**config.mk**
```make
export PLATFORM = sky130hd
export DESIGN_NAME = pgm_ctrl
export DESIGN_NICKNAME = d
export VERILOG_FILES = /design/src/rtl/pgm_pkg.sv /design/src/rtl/pgm_timer.sv /design/src/rtl/pgm_pagebuf.sv /design/src/rtl/pgm_ctrl.sv
export SDC_FILE = /design/constraint.sdc
export NUM_CORES = 2
export LEC_CHECK = 0
export BUFFER_PORTS_ARGS = -buffer_cell sky130_fd_sc_hd__buf_4
export CAP_MARGIN = 20
export CELL_PAD_IN_SITES_DETAIL_PLACEMENT = 0
export CELL_PAD_IN_SITES_GLOBAL_PLACEMENT = 1
export CORE_MARGIN = 10
export CORE_UTILIZATION = 29
export CTS_CLUSTER_SIZE = 24
export DETAILED_ROUTE_END_ITERATION = 6
export GPL_TIMING_DRIVEN = 0
export PLACE_DENSITY = 0.45
export SYNTH_ARGS = -nofsm -noshare
export SYNTH_HDL_FRONTEND = slang
export SYNTH_SLANG_ARGS = --single-unit
```
**constraint.sdc**
```tcl
create_clock -name clk -period 14.5 [get_ports clk]
set_input_delay 0.725 -clock clk [delete_from_list [all_inputs] [get_ports clk]]
set_output_delay 0.725 -clock clk [all_outputs]
set_load 0.005 [all_outputs]
```
**src/rtl/pgm_pkg.sv**
```systemverilog
package pgm_pkg;

    typedef enum logic [3:0] {
        OP_NOP        = 4'd0,
        OP_LOAD_EXT   = 4'd1,
        OP_LOAD_LO    = 4'd2,
        OP_LOAD_HI    = 4'd3,
        OP_WRITE_PAGE = 4'd4,
        OP_WRITE_DATA = 4'd5,
        OP_READ_LO    = 4'd6,
        OP_READ_HI    = 4'd7,
        OP_READ_DATA  = 4'd8,
        OP_POLL       = 4'd9,
        OP_ERASE      = 4'd10
    } op_e;

    typedef enum logic [1:0] {
        PEND_NONE,
        PEND_PAGE,
        PEND_DATA,
        PEND_ERASE
    } pend_e;

    localparam logic [7:0]  BYTE_ERASED = 8'hFF;
    localparam logic [15:0] WORD_ERASED = 16'hFFFF;

    function automatic logic op_mutates(input logic [3:0] op);
        case (op)
            OP_LOAD_EXT, OP_LOAD_LO, OP_LOAD_HI,
            OP_WRITE_PAGE, OP_WRITE_DATA, OP_ERASE: op_mutates = 1'b1;
            default:                                op_mutates = 1'b0;
        endcase
    endfunction

    function automatic logic op_timed(input logic [3:0] op);
        op_timed = (op == OP_WRITE_PAGE) || (op == OP_WRITE_DATA) || (op == OP_ERASE);
    endfunction

    function automatic logic op_answers(input logic [3:0] op);
        op_answers = (op == OP_READ_LO) || (op == OP_READ_HI) ||
                     (op == OP_READ_DATA) || (op == OP_POLL);
    endfunction

endpackage

```
**src/rtl/pgm_timer.sv**
```systemverilog
module pgm_timer #(
    parameter int WR_CYC = 6
) (
    input  logic clk,
    input  logic rst,
    input  logic start,
    output logic busy,
    output logic done
);
    localparam int CW = $clog2(WR_CYC + 1);

    logic [CW-1:0] cnt_q;

    always_ff @(posedge clk) begin
        if (rst)
            cnt_q <= '0;
        else if (start)
            cnt_q <= CW'(WR_CYC);
        else if (cnt_q != '0)
            cnt_q <= cnt_q - 1'b1;
    end

    assign busy = (cnt_q != '0);
    assign done = (cnt_q == CW'(1));
endmodule

```
**src/rtl/pgm_pagebuf.sv**
```systemverilog
module pgm_pagebuf #(
    parameter int PG_W = 2
) (
    input  logic                        clk,
    input  logic                        rst,
    input  logic                        lo_we,
    input  logic                        hi_we,
    input  logic [PG_W-1:0]             idx,
    input  logic [7:0]                  wdata,
    input  logic                        clear,
    output logic [(1<<PG_W)-1:0][15:0]  words,
    output logic [(1<<PG_W)-1:0]        lo_ok
);
    import pgm_pkg::*;
    localparam int PAGE = 1 << PG_W;

    for (genvar g = 0; g < PAGE; g++) begin : g_word
        logic [15:0] word_q;
        logic        mark_q;
        logic        hit;
        assign hit = (idx == PG_W'(g));

        always_ff @(posedge clk) begin
            if (rst || clear) begin
                word_q <= WORD_ERASED;
                mark_q <= 1'b0;
            end else begin
                if (lo_we && hit) begin
                    word_q[7:0] <= wdata;
                    mark_q      <= 1'b1;
                end
                if (hi_we && hit && mark_q)
                    word_q[15:8] <= wdata;
            end
        end

        assign words[g] = word_q;
        assign lo_ok[g] = mark_q;
    end
endmodule

```
**src/rtl/pgm_ctrl.sv**
```systemverilog
module pgm_ctrl #(
    parameter int ADDR_W = 5,
    parameter int EXT_W  = 2,
    parameter int PG_W   = 2,
    parameter int DM_AW  = 4,
    parameter int WR_CYC = 6
) (
    input  logic              clk,
    input  logic              rst,
    input  logic              cmd_valid,
    input  logic [3:0]        cmd_op,
    input  logic [ADDR_W-1:0] cmd_addr,
    input  logic [7:0]        cmd_data,
    output logic              busy,
    output logic              rsp_valid,
    output logic [7:0]        rsp_data,
    output logic              refused,
    output logic              order_err
);
    import pgm_pkg::*;

    localparam int PAGE  = 1 << PG_W;
    localparam int PM_AW = EXT_W + ADDR_W;
    localparam int PN_W  = PM_AW - PG_W;
    localparam int PM_D  = 1 << PM_AW;
    localparam int DM_D  = 1 << DM_AW;

    typedef struct packed {
        pend_e             kind;
        logic [PN_W-1:0]   page;
        logic [DM_AW-1:0]  daddr;
        logic [7:0]        data;
    } pend_t;

    logic [15:0]      pm [PM_D];
    logic [7:0]       dm [DM_D];
    logic [EXT_W-1:0] ext_q;
    pend_t            pend_q;

    op_e              op;
    logic             acc;
    logic             timer_done;
    logic             buf_clear;
    logic [PAGE-1:0][15:0] buf_words;
    logic [PAGE-1:0]  buf_lo_ok;
    logic [PG_W-1:0]  widx;
    logic [PN_W-1:0]  cmd_page;
    logic [PM_AW-1:0] rd_idx;
    logic [DM_AW-1:0] dm_idx;
    logic [7:0]       rsp_next;
    logic             rsp_valid_q, refused_q, order_err_q;
    logic [7:0]       rsp_data_q;

    assign op       = op_e'(cmd_op);
    assign acc      = cmd_valid && !busy && op_mutates(cmd_op);
    assign widx     = cmd_addr[PG_W-1:0];
    assign cmd_page = {ext_q, cmd_addr[ADDR_W-1:PG_W]};
    assign rd_idx   = {ext_q, cmd_addr};
    assign dm_idx   = cmd_addr[DM_AW-1:0];
    assign buf_clear = timer_done && (pend_q.kind == PEND_PAGE);

    pgm_timer #(.WR_CYC(WR_CYC)) u_timer (
        .clk   (clk),
        .rst   (rst),
        .start (acc && op_timed(cmd_op)),
        .busy  (busy),
        .done  (timer_done)
    );

    pgm_pagebuf #(.PG_W(PG_W)) u_buf (
        .clk   (clk),
        .rst   (rst),
        .lo_we (acc && op == OP_LOAD_LO),
        .hi_we (acc && op == OP_LOAD_HI),
        .idx   (widx),
        .wdata (cmd_data),
        .clear (buf_clear),
        .words (buf_words),
        .lo_ok (buf_lo_ok)
    );

    // Erase phase happens at acceptance, write phase when the timer expires.
    always_ff @(posedge clk) begin
        if (rst) begin
            for (int i = 0; i < PM_D; i++) pm[i] <= WORD_ERASED;
            for (int i = 0; i < DM_D; i++) dm[i] <= BYTE_ERASED;
            ext_q  <= '0;
            pend_q <= '0;
        end else begin
            if (acc) begin
                case (op)
                    OP_LOAD_EXT: ext_q <= cmd_data[EXT_W-1:0];
                    OP_WRITE_PAGE: begin
                        for (int w = 0; w < PAGE; w++)
                            pm[{cmd_page, PG_W'(w)}] <= WORD_ERASED;
                        pend_q.kind <= PEND_PAGE;
                        pend_q.page <= cmd_page;
                    end
                    OP_WRITE_DATA: begin
                        dm[dm_idx]   <= BYTE_ERASED;
                        pend_q.kind  <= PEND_DATA;
                        pend_q.daddr <= dm_idx;
                        pend_q.data  <= cmd_data;
                    end
                    OP_ERASE: begin
                        for (int i = 0; i < PM_D; i++) pm[i] <= WORD_ERASED;
                        for (int i = 0; i < DM_D; i++) dm[i] <= BYTE_ERASED;
                        pend_q.kind <= PEND_ERASE;
                    end
                    default: ;
                endcase
            end
            if (timer_done) begin
                case (pend_q.kind)
                    PEND_PAGE:
                        for (int w = 0; w < PAGE; w++)
                            pm[{pend_q.page, PG_W'(w)}] <= buf_words[w];
                    PEND_DATA: dm[pend_q.daddr] <= pend_q.data;
                    default: ;
                endcase
                pend_q.kind <= PEND_NONE;
            end
        end
    end

    always_comb begin
        case (op)
            OP_READ_LO:   rsp_next = pm[rd_idx][7:0];
            OP_READ_HI:   rsp_next = pm[rd_idx][15:8];
            OP_READ_DATA: rsp_next = dm[dm_idx];
            OP_POLL:      rsp_next = {7'd0, busy};
            default:      rsp_next = 8'd0;
        endcase
    end

    always_ff @(posedge clk) begin
        if (rst) begin
            rsp_valid_q <= 1'b0;
            rsp_data_q  <= 8'd0;
            refused_q   <= 1'b0;
            order_err_q <= 1'b0;
        end else begin
            rsp_valid_q <= cmd_valid && op_answers(cmd_op);
            if (cmd_valid && op_answers(cmd_op))
                rsp_data_q <= rsp_next;
            refused_q   <= cmd_valid && busy && op_mutates(cmd_op);
            order_err_q <= acc && (op == OP_LOAD_HI) && !buf_lo_ok[widx];
        end
    end

    assign rsp_valid = rsp_valid_q;
    assign rsp_data  = rsp_data_q;
    assign refused   = refused_q;
    assign order_err = order_err_q;
endmodule

```
==> results.toml <==
[worst_setup_path]
arrival_ns = 6.94
slowest_stage = "clkinv_1"
r2r_slack_ns = 8.16
critPathLaunch = "ext_q[1]"
cp.required_ns = 15.10
worstPathCellList = "clkbuf_1 -> clkinv_1 -> o31ai_1 -> nand2_1 -> nor2_1 -> clkbuf_1 -> nand2_1"
r2r_cells = 7
cp_max_fo = 10
max_stage_delay_ns = 1.24
rr_endpoint = "pm[108][1]"
worst-setup-path-type = "reg -> reg"
cp-start-kind = "flip-flop"
end_kind = "flip-flop"
worstReg2RegStart = "ext_q[1]"

[finish]
area_delta_synth_final_pct = 21.17
drive_above_1_share = 0.2177
multi_input_area_mm2 = 0.02792
ff_latch_area_mm2 = 0.06740
fillers = 32550
final_nets = 7562

[sta]
setup_viol = 0
min_period_ns = 6.338
worst_pin_slew_ns = 1.507
finalHoldViolCount = 0
fin_worst_skew_ns = 0.04848
slew_violations = 1
rsz0062_at_grt = "false"
max_slew_margin = -0.004692
setup_ws_ns = 8.162
tns_ns = 0
fmax_mhz = 157.8
fin_crit_sh = 0.4371
whs_ns = 0.2309

[cts]
clk_transition_reported_paths_ns = 0.06
post-cts-setup-buffers = 0
cts.sinks = 2279
cts_buffer_depth = 4
cts_max_level = 5
cts_root_buf = "clkbuf_16"
cts_tree = "built"
cts_resized = 0
cts_hold_buf = 0
worst_skew_pair.late_latency_ns = 0.97
numCtsBuffers = 280

[yosys]
synth_top_family_by_area = "multiplexers"
synth_most_common_cell = "nand2_1"
synth_edf_count = 2176
synth_fp_nets = 6926
synth-compound-area-share = 0.03060
syn_area_per_cell_um2 = 14.16
synth-xor-area-share = 0.00008959
syn_area_mm2 = 0.09776
synth_mux_area_frac = 0.1359
ys_seq_elements = 2279
synth_top_cells_by_area = "edfxtp_1 (67%), mux4_2 (12%), nand2_1 (9.2%)"
synth_commonest_cells = "nand2_1 (2409), edfxtp_1 (2176), mux4_2 (512)"
synth_top_area_share = 0.6684
yosys_warnings = 0
synth_cells = 6904
synth_cell_type_count = 70
yosys.area_share.simple = 0.1134
yosysTopAreaCell = "edfxtp_1"
async_flop_share = 0
synth_flop_cell = "edfxtp_1"
synthAdderAreaFrac = 0.0002560
yosysSeqAreaShare = 0.6895

[status]
status = "finished, violations left"
failed_checks = "slew limit"

[detailed_routing]
post_drt_wl_per_cell_um = 49.04
drt-total-wl_um = 602900
wl_met1_um = 234500
vias = 72870
met3_length_um = 74840
dr.first_iter.drc_count = 13210
drc = 0
first_pass_iters = 7
highest_layer = "met5"
drtAntennaViolNets = 0
viasPerCell = 5.927
wl_met2_um = 249900

[hold_path]
hold_start = "cmd_data[4]"
holdPathStages = 3
hold_end = "u_buf.g_word[2].word_q[12]"
hold_class = "in -> reg"

[pwr]
leakage_uw = 0.03010
pwr_density_cell_mw_per_mm2 = 127.7
totalPowerFinal_uw = 15120
ir_drop_v = 0.00008969

[floorplan]
die_w_um = 600.6
dieArea_mm2 = 0.3607
core_area_mm2 = 0.3361
row_count = 213
die_h_um = 600.6
ios = 32
start_util = 0.2909

[global_route]
track_usage = 0.3214
antenna_found_initial = 102
grt_pass1_vias = 67140
grt_remaining_overflow = 0
grt_pass1_wl_um = 752000
grt_max_degree = 31

[place]
pre_cts_ws_ns = 7.510
gp_congestion = 0.9965
io_buffers = 19
dp_hpwl_um = 439900

[job]
drv_cap = 0
## kinds of logic after synthesis
family | Yosys count
buffers and inverters | 690
AO/OA/AOI/OAI | 438
adder cells (fa/ha/maj) | 2
multiplexers | 684
AND/OR/NAND/NOR | 2810
XOR/XNOR | 1
flip-flops | 2279
## report_power, final
| part | internal, uW | switching, uW | leakage, uW |
|---|---|---|---|
| registers | 7210 | 8.48 | 0.0156 |
| logic | 262 | 914 | 0.0104 |
| clock network | 3710 | 3020 | 0.00404 |
## metal layers
| layer | track usage | vias to the layer above |
|---|---|---|
| li1 | - | 26700 |
| met1 | 0.4262 | 39280 |
| met2 | 0.4557 | 5714 |
| met3 | 0.1097 | 1160 |
| met4 | 0.1877 | 16 |
| met5 | 0 | - |
## area by class of cell
cell class,instances,area share
Timing Repair Buffer,354,0.05031
Inverter,26,0.0008239
Antenna cell,39,0.0008239
Tap cell,4515,0.04769
Clock buffer,360,0.06267
Multi-Input combinational cell,3935,0.2357
Buffer,664,0.02530
Clock inverter,123,0.007616
Sequential cell,2279,0.5691
## stage by stage
| step | instances | area (um2) | utilization |
|---|---|---|---|
| 6_report | 12300 | 118500 | 0.3525 |
| 5_1_grt | 12270 | 118400 | 0.3522 |
| 4_1_cts | 12250 | 118300 | 0.3519 |
| 3_5_place_dp | 11770 | 109900 | 0.3271 |
| 3_3_place_gp | 11440 | 103500 | 0.3081 |
| 2_1_floorplan | 6904 | 97760 | - |
## critical path, delay by kind of cell, from the launching register on
family | cells | cell delay (ns)
flops | 1 | 0.31
buf+inv | 3 | 3.11
simple gates | 3 | 1.55
compound gates | 1 | 1.00
## worst max path at each step
stage / to / slack [ns] / depth (start not counted)
after global placement: pm[28][1] / -0.58 / 11
after detailed placement: rsp_data[5] / 7.51 / 10
after CTS: rsp_data[5] / 8.47 / 10
after floorplan: pm[12][0] / 6.90 / 11
after global routing: dm[6][5] / 8.40 / 10
final: pm[108][1] / 8.16 / 7
## cells in the final DEF (no fill, tap or decap), types with 83 or more instances in the layout
master,instances
nand3_1,104
dfxtp_1,103
clkbuf_1,357
clkbuf_16,285
nor2_1,131
a21oi_1,83
a22oi_1,98
buf_2,279
nand2_1,2408
edfxtp_1,2176
mux2i_1,157
buf_8,136
mux4_2,512
buf_12,101
## sequential cells by signal (all words and copies together) (netlist names), 2 cells and up
| register | flops |
|---|---|
| u_buf.g_word.word_q | 64 |
| u_buf.g_word.mark_q | 4 |
| pend_q | 19 |
| ext_q | 2 |
| pm | 2048 |
| dm | 128 |
| u_timer.cnt_q | 3 |
| rsp_data | 8 |
(Power assumes the default switching activity.)
